`config.mk`:
```
export PLATFORM = sky130hd
export DESIGN_NAME = quad_lane_fifo
export DESIGN_NICKNAME = d
export VERILOG_FILES = /design/src/rtl/qlf_pkg.sv /design/src/rtl/qlf_lane.sv /design/src/rtl/qlf_ctrl.sv /design/src/rtl/qlf_flags.sv /design/src/rtl/quad_lane_fifo.sv
export SDC_FILE = /design/constraint.sdc
export NUM_CORES = 1
export LEC_CHECK = 0
export BUFFER_PORTS_ARGS = -buffer_cell sky130_fd_sc_hd__buf_2
export CORE_MARGIN = 3
export CORE_UTILIZATION = 56
export CTS_CLUSTER_DIAMETER = 50
export CTS_CLUSTER_SIZE = 12
export DETAILED_ROUTE_END_ITERATION = 10
export PLACE_DENSITY = 0.8
export SLEW_MARGIN = 20
export SYNTH_ARGS = -nofsm -noshare
export SYNTH_HDL_FRONTEND = slang
export SYNTH_SLANG_ARGS = --single-unit
```
`constraint.sdc`:
```
create_clock -name clk_i -period 3.3 [get_ports clk_i]
set_input_delay 0.165 -clock clk_i [delete_from_list [all_inputs] [get_ports clk_i]]
set_output_delay 0.165 -clock clk_i [all_outputs]
set_load 0.01 [all_outputs]
```
`src/rtl/qlf_pkg.sv`:
```
package qlf_pkg;
  typedef enum logic {
    MODE_WORD = 1'b0,
    MODE_BYTE = 1'b1
  } acc_mode_e;
endpackage

```
`src/rtl/qlf_lane.sv`:
```
module qlf_lane #(
  parameter int DEPTH = 16,
  parameter int W     = 8,
  localparam int PTR_W = (DEPTH > 1) ? $clog2(DEPTH) : 1,
  localparam int CNT_W = $clog2(DEPTH + 1)
) (
  input  logic             clk_i,
  input  logic             rst_ni,
  input  logic             clr_i,
  input  logic             push_i,
  input  logic [W-1:0]     din_i,
  input  logic             pop_i,
  output logic [W-1:0]     head_o,
  output logic [CNT_W-1:0] cnt_o
);
  logic [W-1:0]     mem [DEPTH];
  logic [PTR_W-1:0] wp_q, rp_q;
  logic [CNT_W-1:0] cnt_q;

  function automatic logic [PTR_W-1:0] step(input logic [PTR_W-1:0] p);
    return (p == PTR_W'(DEPTH - 1)) ? '0 : p + 1'b1;
  endfunction

  always_ff @(posedge clk_i) begin
    if (push_i) mem[wp_q] <= din_i;
  end

  always_ff @(posedge clk_i or negedge rst_ni) begin
    if (!rst_ni) begin
      wp_q  <= '0;
      rp_q  <= '0;
      cnt_q <= '0;
    end else if (clr_i) begin
      wp_q  <= '0;
      rp_q  <= '0;
      cnt_q <= '0;
    end else begin
      if (push_i) wp_q <= step(wp_q);
      if (pop_i)  rp_q <= step(rp_q);
      case ({push_i, pop_i})
        2'b10:   cnt_q <= cnt_q + 1'b1;
        2'b01:   cnt_q <= cnt_q - 1'b1;
        default: cnt_q <= cnt_q;
      endcase
    end
  end

  assign head_o = mem[rp_q];
  assign cnt_o  = cnt_q;
endmodule

```
`src/rtl/qlf_ctrl.sv`:
```
module qlf_ctrl
  import qlf_pkg::*;
#(
  parameter int LANES = 4,
  parameter int DEPTH = 16,
  localparam int CNT_W  = $clog2(DEPTH + 1),
  localparam int LANE_W = (LANES > 1) ? $clog2(LANES) : 1
) (
  input  logic                        clk_i,
  input  logic                        rst_ni,
  input  logic                        soft_rst_i,
  input  logic                        wr32_i,
  input  logic                        wr8_i,
  input  logic                        rd32_i,
  input  logic                        rd8_i,
  input  logic                        eng_push_i,
  input  logic                        eng_pop_i,
  input  logic [LANES-1:0][CNT_W-1:0] cnt_i,
  output logic [LANES-1:0]            push_o,
  output logic [LANES-1:0]            pop_o,
  output logic                        eng_push_ok_o,
  output logic                        host_word_ok_o,
  output logic [LANE_W-1:0]           pop_lane_o,
  output acc_mode_e                   mode_o,
  output logic                        illegal_o
);
  logic              locked_q, ill_q;
  acc_mode_e         mode_q, eff_mode;
  logic [LANE_W-1:0] wl_q, rl_q, ep_lane, eo_lane;
  logic [LANES-1:0]  room, have, nxt_zero;
  logic              host_any, g_w32, g_w8, g_r32, g_r8, g_epush, g_epop, bad, drain;

  function automatic logic [LANE_W-1:0] nxt(input logic [LANE_W-1:0] l);
    return (l == LANE_W'(LANES - 1)) ? '0 : l + 1'b1;
  endfunction

  for (genvar l = 0; l < LANES; l++) begin : g_lane
    assign room[l] = cnt_i[l] != CNT_W'(DEPTH);
    assign have[l] = cnt_i[l] != '0;
    assign push_o[l] = g_w32 | (g_w8 && (l == 0)) | (g_epush && (ep_lane == LANE_W'(l)));
    assign pop_o[l]  = g_r32 | (g_r8 && (l == 0)) | (g_epop && (eo_lane == LANE_W'(l)));
    assign nxt_zero[l] = (cnt_i[l] == '0 && !push_o[l]) ||
                         (cnt_i[l] == CNT_W'(1) && pop_o[l] && !push_o[l]);
  end

  assign host_any = wr32_i | wr8_i | rd32_i | rd8_i;

  always_comb begin
    if (locked_q)              eff_mode = mode_q;
    else if (wr32_i || rd32_i) eff_mode = MODE_WORD;
    else if (wr8_i || rd8_i)   eff_mode = MODE_BYTE;
    else                       eff_mode = MODE_WORD;
  end

  assign ep_lane = (eff_mode == MODE_WORD) ? wl_q : '0;
  assign eo_lane = (eff_mode == MODE_WORD) ? rl_q : '0;

  // engine side wins over host side within a direction
  assign g_epush = eng_push_i && room[ep_lane];
  assign g_w32   = wr32_i && !eng_push_i && eff_mode == MODE_WORD && (&room);
  assign g_w8    = wr8_i && !eng_push_i && !wr32_i && eff_mode == MODE_BYTE && room[0];
  assign g_epop  = eng_pop_i && have[eo_lane];
  assign g_r32   = rd32_i && !eng_pop_i && eff_mode == MODE_WORD && (&have);
  assign g_r8    = rd8_i && !eng_pop_i && !rd32_i && eff_mode == MODE_BYTE && have[0];

  assign bad = (wr32_i && !g_w32) || (wr8_i && !g_w8) || (rd32_i && !g_r32) ||
               (rd8_i && !g_r8) || (eng_push_i && !g_epush) || (eng_pop_i && !g_epop);

  assign drain = (|pop_o) && (&nxt_zero);

  always_ff @(posedge clk_i or negedge rst_ni) begin
    if (!rst_ni) begin
      locked_q <= 1'b0;
      mode_q   <= MODE_WORD;
      wl_q     <= '0;
      rl_q     <= '0;
      ill_q    <= 1'b0;
    end else if (soft_rst_i) begin
      locked_q <= 1'b0;
      mode_q   <= MODE_WORD;
      wl_q     <= '0;
      rl_q     <= '0;
      ill_q    <= 1'b0;
    end else begin
      ill_q <= bad;
      if (g_epush && eff_mode == MODE_WORD) wl_q <= nxt(wl_q);
      if (g_epop && eff_mode == MODE_WORD)  rl_q <= nxt(rl_q);
      if (drain) begin
        locked_q <= 1'b0;
        mode_q   <= MODE_WORD;
        wl_q     <= '0;
        rl_q     <= '0;
      end else if (!locked_q && (host_any || eng_push_i)) begin
        locked_q <= 1'b1;
        mode_q   <= eff_mode;
      end
    end
  end

  assign eng_push_ok_o  = g_epush;
  assign host_word_ok_o = g_w32;
  assign pop_lane_o     = eo_lane;
  assign mode_o         = mode_q;
  assign illegal_o      = ill_q;
endmodule

```
`src/rtl/qlf_flags.sv`:
```
module qlf_flags
  import qlf_pkg::*;
#(
  parameter int LANES    = 4,
  parameter int DEPTH    = 16,
  parameter int LOW_MARK = 8,
  localparam int CNT_W  = $clog2(DEPTH + 1),
  localparam int FILL_W = $clog2(LANES * DEPTH + 1) + 1
) (
  input  logic [LANES-1:0][CNT_W-1:0] cnt_i,
  input  acc_mode_e                   mode_i,
  output logic                        full_o,
  output logic                        half_o,
  output logic                        empty_o,
  output logic                        low_water_o,
  output logic                        word_avail_o,
  output logic                        byte_avail_o
);
  logic [FILL_W-1:0] fill, cap;
  logic              all_have;

  always_comb begin
    fill     = '0;
    all_have = 1'b1;
    for (int l = 0; l < LANES; l++) begin
      fill     = fill + FILL_W'(cnt_i[l]);
      all_have = all_have && (cnt_i[l] != '0);
    end
  end

  assign cap          = (mode_i == MODE_BYTE) ? FILL_W'(DEPTH) : FILL_W'(LANES * DEPTH);
  assign empty_o      = fill == '0;
  assign full_o       = fill >= cap;
  assign half_o       = (fill << 1) >= cap;
  assign low_water_o  = fill <= FILL_W'(LOW_MARK);
  assign word_avail_o = (mode_i == MODE_WORD) && all_have;
  assign byte_avail_o = (mode_i == MODE_BYTE) && (cnt_i[0] != '0);
endmodule

```
`src/rtl/quad_lane_fifo.sv`:
```
module quad_lane_fifo
  import qlf_pkg::*;
#(
  parameter int LANES    = 4,
  parameter int DEPTH    = 16,
  parameter int BYTE_W   = 8,
  parameter int LOW_MARK = 8,
  localparam int WORD_W = LANES * BYTE_W
) (
  input  logic              clk_i,
  input  logic              rst_ni,
  input  logic              soft_rst_i,
  input  logic              wr32_i,
  input  logic [WORD_W-1:0] wr32_data_i,
  input  logic              wr8_i,
  input  logic [BYTE_W-1:0] wr8_data_i,
  input  logic              rd32_i,
  output logic [WORD_W-1:0] rd32_data_o,
  input  logic              rd8_i,
  output logic [BYTE_W-1:0] rd8_data_o,
  input  logic              eng_push_i,
  input  logic [BYTE_W-1:0] eng_push_data_i,
  input  logic              eng_pop_i,
  output logic [BYTE_W-1:0] eng_pop_data_o,
  output logic              full_o,
  output logic              half_o,
  output logic              empty_o,
  output logic              low_water_o,
  output logic              word_avail_o,
  output logic              byte_avail_o,
  output logic              illegal_o
);
  localparam int CNT_W  = $clog2(DEPTH + 1);
  localparam int LANE_W = (LANES > 1) ? $clog2(LANES) : 1;

  logic [LANES-1:0][CNT_W-1:0]  cnt;
  logic [LANES-1:0][BYTE_W-1:0] head;
  logic [LANES-1:0]             push, pop;
  logic                         eng_push_ok, host_word_ok;
  logic [LANE_W-1:0]            pop_lane;
  acc_mode_e                    mode;

  qlf_ctrl #(.LANES(LANES), .DEPTH(DEPTH)) u_ctrl (
    .clk_i, .rst_ni, .soft_rst_i,
    .wr32_i, .wr8_i, .rd32_i, .rd8_i, .eng_push_i, .eng_pop_i,
    .cnt_i          (cnt),
    .push_o         (push),
    .pop_o          (pop),
    .eng_push_ok_o  (eng_push_ok),
    .host_word_ok_o (host_word_ok),
    .pop_lane_o     (pop_lane),
    .mode_o         (mode),
    .illegal_o      (illegal_o)
  );

  for (genvar l = 0; l < LANES; l++) begin : g_lane
    logic [BYTE_W-1:0] din;
    assign din = eng_push_ok  ? eng_push_data_i :
                 host_word_ok ? wr32_data_i[l*BYTE_W +: BYTE_W] : wr8_data_i;
    qlf_lane #(.DEPTH(DEPTH), .W(BYTE_W)) u_lane (
      .clk_i, .rst_ni,
      .clr_i  (soft_rst_i),
      .push_i (push[l]),
      .din_i  (din),
      .pop_i  (pop[l]),
      .head_o (head[l]),
      .cnt_o  (cnt[l])
    );
  end

  qlf_flags #(.LANES(LANES), .DEPTH(DEPTH), .LOW_MARK(LOW_MARK)) u_flags (
    .cnt_i (cnt), .mode_i (mode),
    .full_o, .half_o, .empty_o, .low_water_o, .word_avail_o, .byte_avail_o
  );

  assign rd32_data_o    = head;
  assign rd8_data_o     = head[0];
  assign eng_pop_data_o = head[pop_lane];
endmodule

```
After elaboration in Yosys (flattened, before gate mapping):

Memories as Yosys holds them, arrays and structs flattened.
Cells that the tools add are included.

* multiplexer cells: 75
* equal/unequal tests: 32
* order comparisons: 5
* add/subtract/negate cells: 21
* bitwise logic cells: 15
* reductions and logical operators: 108

Operators by type and width (count)
* two-way mux 4 bit: 24
* two-way mux 8 bit: 9
* logical AND 1 bit: 51
* one-hot mux 5 bit (2 select lines): 4
* adder 4 x 1 -> 4 bit (second input constant): 8
* equality test 4 bit (second input constant): 8
* nonzero test 3 bit: 7
* adder 5 x 1 -> 5 bit (second input constant): 4
* equality test 2 bit (second input constant): 10
* equality test 5 x 1 -> 1 bit (second input constant): 4
* zero test 5 bit: 4
* two-way mux 1 bit: 20
* two-way mux 2 bit: 10
* two-way mux 5 bit: 4
* inequality test 5 bit (second input constant): 4
* nonzero test 5 bit: 4
* subtractor 5 x 1 -> 5 bit (second input constant): 4
* adder 8 x 5 -> 8 bit: 2
* binary-select mux 8 bit (select 2 bit): 1
* greater-or-equal comparator 8 bit: 2
* nonzero test 2 bit: 8
* zero test 1 bit: 15
* OR 1 bit: 13
* equality test 2 x 1 -> 1 bit (second input constant): 6
* other kinds (12): 30

* output and inout port bits: 55
* memories kept: 4
* input bits: 57
* memory bits (writable): 512
* logic and storage cells: 277
* bits in registers: 59

Memories
* g_lane[0].u_lane.mem: words 16, bits a word 8, rd ports 1, clocked after memory_dff 0, write ports 1, line qlf_lane.sv:16 `logic [W-1:0] mem [DEPTH];`
* g_lane[1].u_lane.mem: words 16, bits a word 8, rd ports 1, clocked after memory_dff 0, write ports 1, line qlf_lane.sv:16
* g_lane[2].u_lane.mem: words 16, bits a word 8, rd ports 1, clocked after memory_dff 0, write ports 1, line qlf_lane.sv:16
* g_lane[3].u_lane.mem: words 16, bits a word 8, rd ports 1, clocked after memory_dff 0, write ports 1, line qlf_lane.sv:16

Logic depth before layout (Yosys ltp):

Gate-level depths: netlist of run 1.

* word-level depth: 17
* depth in mapped cells: 17
* depth with buffers taken out: 17

Modules after synthesis:

From an unflattened synthesis of run 1, not the netlist that was laid out.

* cells, all modules: 1548
* area, all modules: 25395.6 um2

Modules (own cells, without submodules)
* qlf_lane (g_lane[1].u_lane ...): instances 3, cells each 309, area each 5754.3 um2, sequential area each 4169.0 um2
* qlf_lane (g_lane[0].u_lane): instances 1, cells each 311, area each 5765.5 um2, sequential area each 4169.0 um2
* qlf_ctrl: instances 1, cells each 136, area each 1051.0 um2, sequential area each 175.2 um2
* quad_lane_fifo: instances 1, cells each 106, area each 725.7 um2, sequential area each 0.0 um2
* qlf_flags: instances 1, cells each 68, area each 590.6 um2, sequential area each 0.0 um2

Least setup slack after synthesis of run 1:

OpenSTA, ideal clock, no wires.

* path type: reg2out
* start point: register g_lane[1].u_lane.cnt_q[0]
* end point: output full_o
* required time: 3.135 ns
* path slack: -0.010 ns
* arrival: 3.145 ns
* stages on the path, launching flop included: 15
* buffers on the path: 0
* cells stage by stage: dfrtp_1 > ha_1 > inv_1 > fa_1 > xor2_1 > fa_1 > inv_1 > ha_1 > a21o_1 > a21oi_1 > o21bai_1 > a21oi_1 > inv_1 > ha_1 > a21o_1

* longest elaborated chain between the ends: 4

Ends and longest elaborated chain
* start: declaration: line qlf_lane.sv:18 `logic [CNT_W-1:0] cnt_q;`
* start signal: assignment: line qlf_lane.sv:41 `2'b10: cnt_q <= cnt_q + 1'b1;`
* start signal: assignment: line qlf_lane.sv:42 `2'b01: cnt_q <= cnt_q - 1'b1;`
* start signal: assignment: line qlf_lane.sv:43 `default: cnt_q <= cnt_q;`
* adder 5 x 5 -> 6 bit: line qlf_flags.sv:26 `fill = fill + FILL_W'(cnt_i[l]);`
* adder 8 x 5 -> 8 bit (2 in series): line qlf_flags.sv:26
* greater-or-equal comparator 8 bit: line qlf_flags.sv:33 `assign full_o = fill >= cap;`
* end: declaration: line quad_lane_fifo.sv:25 `output logic full_o,`

Every way passes these cells.

Worst setup path in the final report of run 1:

* start point: register g_lane[1].u_lane.cnt_q[0]
* end point: output half_o

* longest elaborated chain between the ends: 4

Ends and longest elaborated chain
* adder 5 x 5 -> 6 bit: line qlf_flags.sv:26
* adder 8 x 5 -> 8 bit (2 in series): line qlf_flags.sv:26
* greater-or-equal comparator 8 bit: line qlf_flags.sv:34 `assign half_o = (fill << 1) >= cap;`
* end: declaration: line quad_lane_fifo.sv:26 `output logic half_o,`

Every way passes these cells.

==> impl_results.md, run 1 <==
* First-pass GRT wire length at about 95000 um
* Leak at slightly above 10 nW
* Clock Latency Late Sink at around 620 ps
* Wire per inst at 24.81 um
* Post-synthesis sequential area ratio at 0.6672
* CP arrival at ~3800 ps
* GRT Total Usage at 0.2644
* Clock skew at 23.70 ps
* Syn_nets at approximately 1800
* Worst Setup Path Type: reg -> out
* Core area at between 40000 and 50000 sq um
* CP Buf/Inv Count at 3
* GP Congestion at around 0.9
* Clock sink count at between 500 and 600
* Setup TNS at -2379 ps
* Clock buffer depth at 3
* # rows at 77
* CTS tree: built
* Library cells used by synthesis at 75
* Pwr Density at between 600 and 700 nW/um^2
* CP delay by family, top: adder cells
* Most frequent cells in the layout: 512 x edfxtp_1, 167 x buf_4, 151 x nor2_1, 112 x nand2_1
* Part of the cycle the worst path needs at 1.215
* Crit start category: flip-flop
* Starting Density at 0.5686
* CP max FO at 2
* Routed Antenna Nets at 0
* IO buf count at about 110
* Fraction of layout cells with a size suffix above 1 at 0.2714
* M2 GR Usage at 0.4335
* GR Overflow Total at 0
* Most common cell after layout, fill and taps aside: edfxtp_1
* TritonRoute pass-1 iters at 6
* Chip Height at 218.4 um
* Min Tclk post-route at ~4000 ps
* Util after Layout at 0.6631
* Post-route cell area at between 20000 and 30000 sq um
* Status: finished with violations
* Synth warnings at 0
* Mean post-synth cell area at ~15 sq um
* Most Crowded Layer GR: met2
* Cells after Synth at 1640
* DR vias/cell at roughly 6.2
* Area delta synth->final at 16.62%
* HPWL after DPL at ~42000 um
* Hold WS at around 72 ps
* Max incr delay on CP at around 490 ps
* Synth Area in Compound Gates at 0.06208
* Violated checks: negative setup slack
* H-Tree Depth at 2
* Yosys reg bits at 571
* 1st-iter DRT viols at around 1800
* Pin count of the biggest net entering global routing at 42
* Endpoints failing setup at 4
* M3 GR Usage at 0.04936
* Placed Cells at 2409
* Max-slew violations at 0
* Critical path endpoint category: primary output
* Max Freq at 249.5 MHz
* Fillcell total at approximately 2900
* Number of nets in the layout at between 2000 and 2500
* Die width at ~220 um
* Post-Synth Adder-Cell Area at 0.03081
* Final hold viol count at 0
* Worst Setup Slack, final at -707.9 ps
* Maximum vdd drop at 0.5842 mV
* Largest family of logic cells by synthesized area: multiplexers
* Xor-xnor portion of the synthesized cell area at 0.01075
* Worst Path Required at roughly 3100 ps
* Place WS at -173.2 ps
* Initial antenna violation count at 3
* Measured slew at the worst slew-check pin at 972.8 ps
* Max cap viols at 0
* Vias in the first global route at ~16000
* Worst Hold Class: in -> reg
* Mux cell area share after synthesis at 0.1307
* M1 GR Usage at 0.3564
* Reg2reg setup slack at about 150 ps
* Pwr Total at roughly 20 mW
* Clk root buf: clkbuf_16
* Critical-path cell list: ha_2 > inv_2 > fa_2 > fa_1 > inv_1 > ha_2 > fa_2 > a21oi_2 > nor2_1 > nor2_1 > xnor2_1 > ha_1 > o21ai_1 > nand3b_1 > buf_2
* Finished Layout Cells at approximately 2500
* Simple-gate share of the synthesized area at 0.07441
* Die area at around 48000 sq um
* Crit-path slowest cell: fa_1
* CTS clk-pin slew, worst paths at ~60 ps
* Post-synth EDFFs at a little over 500
* I/O pins at 112
* DP Area at ~27000 sq um
* Via count at between 15000 and 20000
* Unrepaired setup endpoints after global routing: yes
* DRC errors left at 0
* Post-Syn Area at 25260 sq um
* CTS Buf Count at 57
* Drt total wl at between 60000 and 70000 um
* Ys flop type: edfxtp_1
* Asr flop ratio synth at 0.1033
* Slew HR at 0.3514
==> flip-flops by register name (all words and copies together), names as in the netlist <==
register / cells
g_lane.u_lane.mem: 512
g_lane.u_lane.cnt_o: 20
g_lane.u_lane.rp_q: 16
g_lane.u_lane.wp_q: 16
u_ctrl.rl_q: 2
u_ctrl.wl_q: 2
u_ctrl.illegal_o: 1
u_ctrl.locked_q: 1
u_ctrl.mode_o: 1
==> kinds of logic after synthesis <==
group,count (synthesis)
buf+inv,145
xor+xnor,31
compound gates,237
fa+ha+maj,58
simple gates,408
flops,571
mux,190
==> routing by layer <==
metal	part of all wire	routed length, um
met5	0.00021	13
met2	0.49	30530
met3	0.088	5525
met4	0.042	2640
met1	0.38	24220
==> worst min-delay path: stages <==
cell and delay [ps]:
buf_2 180, nor4_1 90, a21oi_1 150, nor2_1 50
==> power by group <==
group	switching, mW	internal (mW)
combinational	2.92	1.82
clock	2.66	3.35
sequential	0.200	8.72
total	5.78	13.9
==> path summary, 6_finish.rpt <==
| path | from | to | depth (start not counted) |
|---|---|---|---|
| worst min register to register | g_lane[3].u_lane.wp_q[0] | g_lane[3].u_lane.wp_q[0] | 2 |
| worst max register to register | g_lane[1].u_lane.cnt_o[0] | g_lane[0].u_lane.cnt_o[4] | 12 |
| min in group asynchronous | rst_ni | g_lane[3].u_lane.cnt_o[4] | 2 |
| worst max-delay path | g_lane[1].u_lane.cnt_o[0] | half_o | 15 |
| worst min-delay path | eng_push_i | u_ctrl.mode_o | 4 |
| max in group asynchronous | rst_ni | u_ctrl.mode_o | 3 |
==> Yosys cell counts, types with 9 or more instances <==
cell / count / area (sq um)
inv_1: 50 / 187.7
a211oi_1: 11 / 82.58
nor2_1: 158 / 593.1
a21oi_1: 87 / 435.4
a221oi_1: 16 / 140.1
dfrtp_1: 59 / 1476
nor2b_1: 16 / 100.1
nor3_1: 42 / 210.2
ha_1: 51 / 638.1
clkbuf_1: 57 / 214.0
mux2i_1: 74 / 740.7
buf_1: 11 / 41.29
edfxtp_1: 512 / 15370
xor2_1: 11 / 96.34
nand3_1: 25 / 125.1
a22oi_1: 24 / 180.2
nand2_1: 113 / 424.2
o211a_1: 9 / 90.09
buf_2: 16 / 80.08
nand2b_1: 12 / 75.07
mux4_2: 111 / 2500
xnor2_1: 20 / 175.2
buf_4: 9 / 67.56
o21ai_0: 32 / 160.2
==> area by class of cell <==
cell class	instances	area, sq um	share of cell area
flip-flops and latches	571	16860	0.5725
inverters	50	187.7	0.006372
clock buffers	99	1625	0.05519
clock inverters	9	95.09	0.003229
diodes	2	5.005	0.0001699
well taps	592	740.7	0.02515
multi-input cells	924	7964	0.2704
repair buffers	289	1974	0.06704
==> timing repair <==
| item | in CTS | in global routing |
|---|---|---|
| resized for setup | 19 | 22 |
| setup buffers | 9 | 4 |
| endpoints found under the hold margin | 40 | 0 |
| hold buffers | 5 | 0 |
| endpoints found under the setup margin | 12 | 62 |
| pin swaps | 14 | 7 |
Power figures use the tool's default switching activity.
==> run 2: changes to the inputs <==
CELL_PAD_IN_SITES_DETAIL_PLACEMENT = 0   (was not set)
CELL_PAD_IN_SITES_GLOBAL_PLACEMENT = 2   (was not set)
CORE_UTILIZATION = 41   (was 56)
SLEW_MARGIN = 5   (was 20)
==> run 2 against run 1 <==
  * The flow still finishes with violations (negative setup slack)
  * Clock power is 16% higher
  * Sequential cell count is the same
  * Largest power group unchanged
  * Total power is 5.8% higher
  * Final area rose by 3.0%
  * Final cell count is 8.5% higher
  * Die area is 36% higher
  * First-iteration DRC count shrank 22%
  * Via count down 2.7%
  * Setup slack gained 140 ps
==> impl_results.md, run 2 (same netlist as run 1, synthesis figures left out) <==
* Wire per inst at approximately 24 um
* GR Overflow Total at 0
* Max cap viols at 0
* Max-slew violations at 0
* CP Buf/Inv Count at 3
* DP Area at roughly 28000 sq um
* Via count at roughly 15000
* Routed Antenna Nets at 0
* Number of nets in the layout at roughly 2100
* CP max FO at 2
* Largest register FFs at roughly 500
* Drt total wl at roughly 66000 um
* Min Tclk post-route at 3866 ps
* Clock sink count at ~570
* Max incr delay on CP at roughly 500 ps
* CP arrival at roughly 3700 ps
* Part of the cycle the worst path needs at 1.171
* Pin count of the biggest net entering global routing at 53
* Place WS at -125.0 ps
* Setup TNS at -1866 ps
* Vias in the first global route at roughly 15000
* Die width at 254.2 um
* GRT Total Usage at 0.2059
* Violated checks: negative setup slack
* Chip Height at approximately 250 um
* CTS Buf Count at 66
* Clock skew at ~32 ps
* CTS tree: built
* Worst Path Required at between 3000 and 4000 ps
* GP Congestion at between 0.8 and 0.9
* Post-route cell area at about 30000 sq um
* DR vias/cell at 5.602
* Critical-path cell list: ha_2 > inv_2 > fa_2 > fa_1 > inv_1 > ha_2 > fa_2 > a21oi_2 > nor2_1 > nor2_1 > xnor2_1 > ha_1 > o21ai_1 > nand3b_1 > buf_2
* Clock buffer depth at 3
* Measured slew at the worst slew-check pin at about 1100 ps
* Endpoints failing setup at 4
* DRC errors left at 0
* Final hold viol count at 0
* Crit start category: flip-flop
* H-Tree Depth at 3
* Worst Hold Class: in -> reg
* First-pass GRT wire length at between 90000 and 100000 um
* Worst Setup Path Type: reg -> out
* Maximum vdd drop at 0.4663 mV
* Unrepaired setup endpoints after global routing: yes
* Critical path endpoint category: primary output
* Worst Setup Slack, final at -565.8 ps
* IO buf count at between 100 and 150
* Crit-path slowest cell: fa_1
* Fraction of layout cells with a size suffix above 1 at 0.3028
* Die area at between 60000 and 70000 sq um
* Util after Layout at 0.4998
* 1st-iter DRT viols at approximately 1400
* Most frequent cells in the layout: 512 x edfxtp_1, 196 x buf_4, 156 x nor2_1, 113 x nand2_1
* Clk root buf: clkbuf_16
* Max Freq at between 200 and 300 MHz
* I/O pins at 112
* Status: finished with violations
* Largest Register: g_lane.u_lane.mem
* Clock Latency Late Sink at 600 ps
* TritonRoute pass-1 iters at 5
* Starting Density at 0.4161
* HPWL after DPL at 45760 um
* Initial antenna violation count at 2
* Area delta synth->final at 20.10%
* Pwr Density at roughly 690 nW/um^2
* Core area at between 60000 and 70000 sq um
* Hold WS at approximately 47 ps
* CP delay by family, top: adder cells
* Most common cell after layout, fill and taps aside: edfxtp_1
* # rows at 90
* Leak at between 10 and 15 nW
* Slew HR at 0.2974
* CTS clk-pin slew, worst paths at about 60 ps
-- run 2: report_power, final --
group          switching [mW]  internal [mW]  leakage (nW)
logic                    2.95           2.00          4.23
clock network            2.82           4.13         0.981
registers               0.188           8.72          5.40
-- run 2: worst paths after layout --
path	start	end	slack (ps)	cells after the start
worst max-delay path	g_lane[1].u_lane.cnt_o[0]	half_o	-570	15
worst min-delay path	rd8_i	u_ctrl.locked_q	50	3
worst max register to register	g_lane[1].u_lane.cnt_o[0]	g_lane[2].u_lane.mem[6][2]	130	13
worst min register to register	g_lane[3].u_lane.wp_q[1]	g_lane[3].u_lane.wp_q[1]	600	2
max in group asynchronous	rst_ni	g_lane[0].u_lane.rp_q[0]	2300	3
min in group asynchronous	rst_ni	g_lane[1].u_lane.rp_q[3]	230	2
-- run 2: layer usage --
metal | track usage | part of all wire | vias up
li1 | - | - | 6910
met1 | 0.2889 | 0.43 | 7870
met2 | 0.3246 | 0.47 | 551
met3 | 0.03498 | 0.068 | 81
met4 | 0.07962 | 0.030 | 0
met5 | 0 | 0 | -
-- run 2: area by class of cell --
| class | count | area, sq um |
|---|---|---|
| Fill cell | 5030 | 30360 |
| Antenna cell | 1 | 2.502 |
| Timing Repair Buffer | 322 | 2262 |
| Tap cell | 782 | 978.4 |
| Sequential cell | 571 | 16860 |
| Clock inverter | 21 | 227.7 |
| Clock buffer | 80 | 1810 |
| Multi-Input combinational cell | 924 | 8000 |
| Inverter | 50 | 187.7 |
-- run 2: repair_timing --
| item | CTS | global route |
|---|---|---|
| resized for setup | 41 | 22 |
| setup buffers | 9 | 3 |
| pin swaps | 10 | 6 |
| hold endpoints to repair | 32 | 0 |
| hold buffers | 3 | 0 |
| setup endpoints to repair | 28 | 116 |
-- run 2: worst register-to-register path, cell delays in order, from the launching register on --
cell	delay, ps
dfrtp_1	360
buf_4	110
buf_4	130
inv_1	70
ha_1	220
and4bb_2	270
nor3b_1	270
o31ai_1	140
nand2_1	90
nand2_1	200
buf_4	250
nor2_1	470
a21oi_1	100
buf_4	230
-- run 2: per-stage QoR --
step / cells / power [mW]
3_5_place_dp: 2634 / 13.91
5_1_grt: 2750 / 21.71
4_1_cts: 2747 / 20.97
2_1_floorplan: 1640 / 11.70
3_3_place_gp: 2634 / 13.80
6_report: 2751 / 20.82
